[config.mk]
export PLATFORM = sky130hd
export DESIGN_NAME = ser_latch_loader
export DESIGN_NICKNAME = d
export VERILOG_FILES = /design/src/rtl/sll_pkg.sv /design/src/rtl/sll_shift_chain.sv /design/src/rtl/sll_latch_bank.sv /design/src/rtl/sll_dc_refresh.sv /design/src/rtl/ser_latch_loader.sv
export SDC_FILE = /design/constraint.sdc
export NUM_CORES = 2
export LEC_CHECK = 0
export ABC_AREA = 1
export CORE_AREA = 2 2 592 594
export DETAILED_ROUTE_END_ITERATION = 10
export DIE_AREA = 0 0 594 596
export GPL_ROUTABILITY_DRIVEN = 0
export GPL_TIMING_DRIVEN = 0
export HOLD_SLACK_MARGIN = 0.08
export PLACE_DENSITY = 0.51
export SETUP_SLACK_MARGIN = 0.2
export SYNTH_ARGS = -nofsm -noshare
export SYNTH_HDL_FRONTEND = slang
export SYNTH_SLANG_ARGS = --single-unit
[constraint.sdc]
create_clock -name clk -period 2.3 [get_ports clk]
set_input_delay 0.46 -clock clk [delete_from_list [all_inputs] [get_ports clk]]
set_output_delay 0.46 -clock clk [all_outputs]
set_load 0.01 [all_outputs]
[src/rtl/sll_pkg.sv]
package sll_pkg;

    localparam int CH_DEF      = 48;
    localparam int GSB_DEF     = 16;
    localparam int CTRL_W_DEF  = 371;
    localparam int DC_W_DEF    = 336;
    localparam int RFB_DEF     = 370;
    localparam int CNT_W_DEF   = 16;

    typedef enum logic {
        LAT_GS   = 1'b0,
        LAT_CTRL = 1'b1
    } lat_sel_e;

    typedef struct packed {
        logic     fire;
        lat_sel_e sel;
    } lat_evt_t;

    function automatic lat_sel_e sel_from_msb(input logic msb);
        return msb ? LAT_CTRL : LAT_GS;
    endfunction

endpackage

[src/rtl/sll_shift_chain.sv]
module sll_shift_chain
    import sll_pkg::*;
#(
    parameter int CH  = CH_DEF,
    parameter int GSB = GSB_DEF
) (
    input  logic              clk,
    input  logic              rst,
    input  logic              sclk_en,
    input  logic              sin,
    input  logic              lat,
    input  logic [CH-1:0]     lod,
    output logic [CH*GSB:0]   sr,
    output lat_evt_t          evt,
    output logic              sout
);

    localparam int GS_W = CH * GSB;
    localparam int SR_W = GS_W + 1;
    localparam int PAD  = GS_W - CH;

    logic lat_q;
    logic rise;

    assign rise     = lat & ~lat_q;
    assign evt.fire = rise;
    assign evt.sel  = sel_from_msb(sr[SR_W-1]);
    assign sout     = sr[SR_W-1];

    always_ff @(posedge clk) begin
        if (rst) begin
            lat_q <= 1'b0;
            sr    <= '0;
        end else begin
            lat_q <= lat;
            if (rise) begin
                if (!sr[SR_W-1]) begin
                    sr <= {1'b0, lod, {PAD{1'b0}}};
                end
            end else if (sclk_en) begin
                sr <= {sr[SR_W-2:0], sin};
            end
        end
    end

    // serial advance
    a_r1_shift_in: assert property (@(posedge clk) disable iff (rst)
        (sclk_en && !rise) |=> (sr[0] == $past(sin)) && (sr[SR_W-1] == $past(sr[SR_W-2])));

    // open-status reload after a grayscale write
    a_r7_lod_load: assert property (@(posedge clk) disable iff (rst)
        (rise && !sr[SR_W-1]) |=> (sr[SR_W-1] == 1'b0) && (sr[SR_W-2 -: CH] == $past(lod)));

    // control write freezes the chain for that cycle
    a_r10_ctrl_hold: assert property (@(posedge clk) disable iff (rst)
        (rise && sr[SR_W-1]) |=> $stable(sr));

endmodule

[src/rtl/sll_latch_bank.sv]
module sll_latch_bank
    import sll_pkg::*;
#(
    parameter int CH     = CH_DEF,
    parameter int GSB    = GSB_DEF,
    parameter int CTRL_W = CTRL_W_DEF
) (
    input  logic              clk,
    input  logic              rst,
    input  lat_evt_t          evt,
    input  logic [CH*GSB:0]   sr,
    output logic [CH*GSB-1:0] gs_q,
    output logic [CTRL_W-1:0] ctrl_q,
    output logic              gs_wr,
    output logic              ctrl_wr,
    output logic              ctrl_seen
);

    localparam int GS_W = CH * GSB;

    assign gs_wr   = evt.fire && (evt.sel == LAT_GS);
    assign ctrl_wr = evt.fire && (evt.sel == LAT_CTRL);

    always_ff @(posedge clk) begin
        if (rst) begin
            gs_q      <= '0;
            ctrl_q    <= '0;
            ctrl_seen <= 1'b0;
        end else begin
            if (gs_wr) begin
                gs_q <= sr[GS_W-1:0];
            end
            if (ctrl_wr) begin
                ctrl_q    <= sr[CTRL_W-1:0];
                ctrl_seen <= 1'b1;
            end
        end
    end

    // control write loads the low bits, grayscale untouched
    a_r2_ctrl_load: assert property (@(posedge clk) disable iff (rst)
        ctrl_wr |=> (ctrl_q == $past(sr[CTRL_W-1:0])) && $stable(gs_q));

    // grayscale write leaves control latch alone
    a_r3_ctrl_kept: assert property (@(posedge clk) disable iff (rst)
        gs_wr |=> $stable(ctrl_q));

    // no write without an edge
    a_r9_no_edge: assert property (@(posedge clk) disable iff (rst)
        !evt.fire |=> $stable(gs_q) && $stable(ctrl_q));

endmodule

[src/rtl/sll_dc_refresh.sv]
module sll_dc_refresh
    import sll_pkg::*;
#(
    parameter int DC_W  = DC_W_DEF,
    parameter int CNT_W = CNT_W_DEF
) (
    input  logic            clk,
    input  logic            rst,
    input  logic            gs_wr,
    input  logic            gsclk_en,
    input  logic            defer,
    input  logic [DC_W-1:0] ctrl_dc,
    output logic [DC_W-1:0] dc_q,
    output logic            pending
);

    localparam logic [CNT_W-1:0] CNT_LAST = '1;

    logic [CNT_W-1:0] gs_cnt;
    logic             last_tick;

    assign last_tick = gsclk_en && (gs_cnt == CNT_LAST);

    always_ff @(posedge clk) begin
        if (rst) begin
            gs_cnt  <= '0;
            pending <= 1'b0;
            dc_q    <= '0;
        end else if (gs_wr) begin
            gs_cnt  <= '0;
            pending <= defer;
            if (!defer) begin
                dc_q <= ctrl_dc;
            end
        end else if (gsclk_en) begin
            gs_cnt <= gs_cnt + 1'b1;
            if (pending && last_tick) begin
                dc_q    <= ctrl_dc;
                pending <= 1'b0;
            end
        end
    end

    // immediate copy
    a_r4_copy_now: assert property (@(posedge clk) disable iff (rst)
        (gs_wr && !defer) |=> (dc_q == $past(ctrl_dc)) && !pending);

    // deferred mode arms the copy and holds the latch
    a_r5_defer_arm: assert property (@(posedge clk) disable iff (rst)
        (gs_wr && defer) |=> pending && $stable(dc_q));

    // the copy disarms itself
    a_r6_disarm: assert property (@(posedge clk) disable iff (rst)
        (!gs_wr && pending && last_tick) |=> !pending);

    // idle latch without a write or an armed final tick
    a_r6_idle: assert property (@(posedge clk) disable iff (rst)
        (!gs_wr && !pending) |=> $stable(dc_q));

endmodule

[src/rtl/ser_latch_loader.sv]
module ser_latch_loader
    import sll_pkg::*;
#(
    parameter int CH     = CH_DEF,
    parameter int GSB    = GSB_DEF,
    parameter int CTRL_W = CTRL_W_DEF,
    parameter int DC_W   = DC_W_DEF,
    parameter int RFB    = RFB_DEF,
    parameter int CNT_W  = CNT_W_DEF
) (
    input  logic              clk,
    input  logic              rst,
    input  logic              sclk_en,
    input  logic              sin,
    input  logic              lat,
    input  logic              gsclk_en,
    input  logic [CH-1:0]     lod,
    output logic              sout,
    output logic [CH*GSB-1:0] gs_data,
    output logic [CTRL_W-1:0] ctrl_data,
    output logic [DC_W-1:0]   dc_data,
    output logic              out_en
);

    localparam int GS_W = CH * GSB;

    logic [GS_W:0] sr;
    lat_evt_t      evt;
    logic          gs_wr;
    logic          ctrl_wr;
    logic          ctrl_seen;
    logic          pending;

    sll_shift_chain #(.CH(CH), .GSB(GSB)) u_chain (
        .clk     (clk),
        .rst     (rst),
        .sclk_en (sclk_en),
        .sin     (sin),
        .lat     (lat),
        .lod     (lod),
        .sr      (sr),
        .evt     (evt),
        .sout    (sout)
    );

    sll_latch_bank #(.CH(CH), .GSB(GSB), .CTRL_W(CTRL_W)) u_bank (
        .clk       (clk),
        .rst       (rst),
        .evt       (evt),
        .sr        (sr),
        .gs_q      (gs_data),
        .ctrl_q    (ctrl_data),
        .gs_wr     (gs_wr),
        .ctrl_wr   (ctrl_wr),
        .ctrl_seen (ctrl_seen)
    );

    sll_dc_refresh #(.DC_W(DC_W), .CNT_W(CNT_W)) u_dc (
        .clk      (clk),
        .rst      (rst),
        .gs_wr    (gs_wr),
        .gsclk_en (gsclk_en),
        .defer    (ctrl_data[RFB]),
        .ctrl_dc  (ctrl_data[DC_W-1:0]),
        .dc_q     (dc_data),
        .pending  (pending)
    );

    assign out_en = ctrl_seen;

    // enable only follows a control write and never drops
    a_r8_en_rise: assert property (@(posedge clk) disable iff (rst)
        $rose(out_en) |-> $past(ctrl_wr));

    a_r8_en_sticky: assert property (@(posedge clk) disable iff (rst)
        out_en |=> out_en);

endmodule

==> impl_results.md <==
- Status: finished clean
- # fillers: 37500
- RSZ-0062 raised after global routing: true
- Nets: 12200
- TritonCTS clock tree: yes
- Worst min path class: in -> reg
- Area contributors post-synth: dfxtp_1 56%, nand2_1 16%, a21oi_1 14%, nand3_1 2.3%, o21ai_0 2.1%
- Clock slew at reported path FFs: 0.06 ns
- Chip height: 596 um
- Mean post-synth cell area: 7.78 um^2
- Synth Flop Type: dfxtp_1
- Startpoint types: register
- WL/cell: 23.4 um
- DRC: 0
- CP Cell Sequence: dlygate4sd2_1
- Skew final: 0.0912 ns
- Crit end category: primary output
- Routed Antenna Nets: 0
- Skew-Pair Late Insertion Delay: 0.91 ns
- Starting Density: 23.1%
- Ports: 1531
- Rel. slew slack: 31.6%
- Number of port buffers: 1528
- Max-cap violations: 0
- Max incr delay on CP: 0.51 ns
- Pwr dens: 819 mW/mm^2
- Synth Warn #: 0
- CTS Root Buffer Type: clkbuf_16
- Post-Syn Area: 0.0803 mm^2
- GRT Util Overall: 21.3%
- WS Path Type: reg -> out
- Top cells by count, synth: 3522 x nand2_1, 2263 x dfxtp_1, 2207 x a21oi_1, 415 x clkbuf_1, 372 x nand3_1
- First-pass GRT wire length: 549000 um
- Buffers and inverters on the worst path: 1
- Number of synthesized flops with an enable pin: 0
- Non-Filler Instances: 17000
- Number of global-route vias before repair: 71900
- Net Sw Power: 24500 uW
- Static Leak: 0.0512 uW
- DR pass1 iterations: 6
- Synth unique cells: 26
- Setup TNS: 0 ns
- Internal: 67200 uW
- Top cell type's share of synthesized area: 56.4%
- Crit share post-route: 97.6%
- Crit Path Max Fanout: 2
- Worst VDD drop: 0.530 mV
- CP top delay family: buffers and inverters
- Most common cell in the netlist: nand2_1
- Initial antenna violation count: 36
- Clock share of power: 46.4%
- # placed instances: 16500
- Final hold vios: 0
- Worst Path Arrival: 1.79 ns
- Detail Placement HPWL: 311000 um
- Row count: 217
- Gr ovfl total: 0
- Post-Syn Instances: 10300
- Post-synthesis sequential element count: 2263
- Area of the multi-input gates: 0.0297 mm^2
- Core Area: 0.348 mm^2
- Clk buf depth: 4
- Register share of total power: 44.4%
- Largest net degree at the start of global routing: 14
- Leading area contributor after synthesis: dfxtp_1
- Die area: 0.354 mm^2
- Starting DRC count in detailed routing: 5805
- Setup Viol. Count Final: 0
- Worst EP required: 1.84 ns
- Routed WL: 396000 um
- Vias: 76700
- # H-tree levels: 5
- FF/Latch Area: 0.0454 mm^2
- Share of the yosys chip area belonging to registers: 56.4%
- Layout cell share with drive strength beyond 1: 8.74%
- CTS Buf Count: 268
- Fmax: 0.445 GHz
- Logic gate share of total power: 9.2%
- Hold WS: 0.176 ns
- CP max-delay cell: dlygate4sd2_1
- Routed vias/inst: 4.52
- Max-slew violation count: 0
- Fraction of registers with async set/reset: 0%
- CTS sink cnt: 2263
- Synth Net Count: 10400
- Tmin final: 2.25 ns
- P&R area growth vs syn: 39.4%
- Sw frac: 26.7%
- Slew @ Worst Pin: 1.03 ns
- DIE WIDTH: 594 um
kinds of logic after synthesis:
| logic type | after synthesis | synth area share (%) |
|---|---|---|
| buf+inv | 1189 | 6.68 |
| fa+ha+maj | 1 | 0.0156 |
| xor+xnor | 4 | 0.0436 |
| flops | 2263 | 56.4 |
| compound gates | 2600 | 16.3 |
| simple gates | 4267 | 20.6 |
layout by cell type (no fill, tap or decap), drive strengths merged, types with 2 or more instances in the layout:
cell type,instances
nor2,360
nand2,3525
nand4,3
a31oi,48
nor3,4
clkinvlp,4
dlymetal6s2s,562
or2,2
inv,372
nand3,372
dlygate4sd2,708
a21oi,2207
dfxtp,2263
dlygate4sd3,6
o21ai,345
bufinv,6
xor2,3
clkinv,59
clkdlybuf4s50,151
buf,418
clkdlybuf4s15,64
clkbuf,862
diode,18
bufbuf,2
per-stage QoR:
| step | worst slack (ns) | total power, uW | area [um^2] | util, % |
|---|---|---|---|---|
| 6_report | 0.0541 | 91700 | 112000 | 32.2 |
| 5_1_grt | 0.000479 | 94900 | 112000 | 32.2 |
| 4_1_cts | -0.0735 | 92600 | 110000 | 31.7 |
| 3_5_place_dp | -1.81 | 50000 | 101000 | 29.2 |
| 3_3_place_gp | -2.63 | 50000 | 101000 | 29.1 |
| 2_1_floorplan | 0.579 | 45500 | 80300 | - |
routing by layer:
metal | global-route usage (%) | wire length, um | vias up
met3 | 6.53 | 33500 | 535
met2 | 35.5 | 185000 | 2483
li1 | - | - | 37200
met1 | 25.7 | 162000 | 36500
met5 | 0 | 9 | -
met4 | 7.73 | 16100 | 2
flip-flops by register name (all words and copies together) (netlist names):
name              cells
u_chain.lat_q         1
u_dc.pending          1
u_dc.gs_cnt          16
u_bank.gs_q         768
u_dc.dc_q           336
u_bank.ctrl_q       371
u_bank.ctrl_seen      1
u_chain.sr          769
power groups by stage:
stage | Combinational [uW] | Sequential (uW) | Clock (uW)
final | 8440 | 40700 | 42500
after global placement | 8430 | 41600 | 0
after floorplan | 3790 | 41700 | 0
after global routing | 9120 | 40800 | 45000
after detailed placement | 8420 | 41600 | 0
after CTS | 8500 | 40700 | 43400
final timing paths:
| check | from | endpoint | slack, ns | depth (start not counted) |
|---|---|---|---|---|
| worst max-delay path | u_bank.gs_q[461]$_SDFFE_PP0P_ | gs_data[461] | 0.05 | 1 |
| worst min-delay path | lod[30] | u_chain.sr[750]$_SDFFE_PP0P_ | 0.18 | 3 |
| worst max register to register | u_chain.lat_q$_SDFF_PP0_ | u_bank.ctrl_q[158]$_SDFFE_PP0P_ | 0.16 | 6 |
| worst min register to register | u_chain.sr[438]$_SDFFE_PP0P_ | u_bank.gs_q[438]$_SDFFE_PP0P_ | 0.43 | 2 |
worst reg2reg max path, stage by stage (launching register included):
cell and delay (ns):
dfxtp_1 0.34, nor2_4 0.18, nand2_2 0.31, clkbuf_8 0.36, clkbuf_1 0.33, o21ai_0 0.47, a21oi_1 0.07
final cells by class:
type,count,area share (%)
clock inverter,82,0.824
buffer,830,4.28
sequential,2263,40.6
tap,4599,5.14
inverter,359,1.23
multi-input combinational,6873,26.6
antenna,18,0.0402
timing repair buffer,1560,14.4
clock buffer,383,6.92
timing repair:
action                                  in CTS  in global routing
endpoints found under the setup margin    3737               3109
hold buffers                                 6                  0
gates resized for setup                   1230                860
pin swaps                                    7                  4
cloned                                       6                  1
endpoints found under the hold margin       17                  0
buffers inserted                            14                  5
Note: power is estimated with default switching activity, not from simulation.
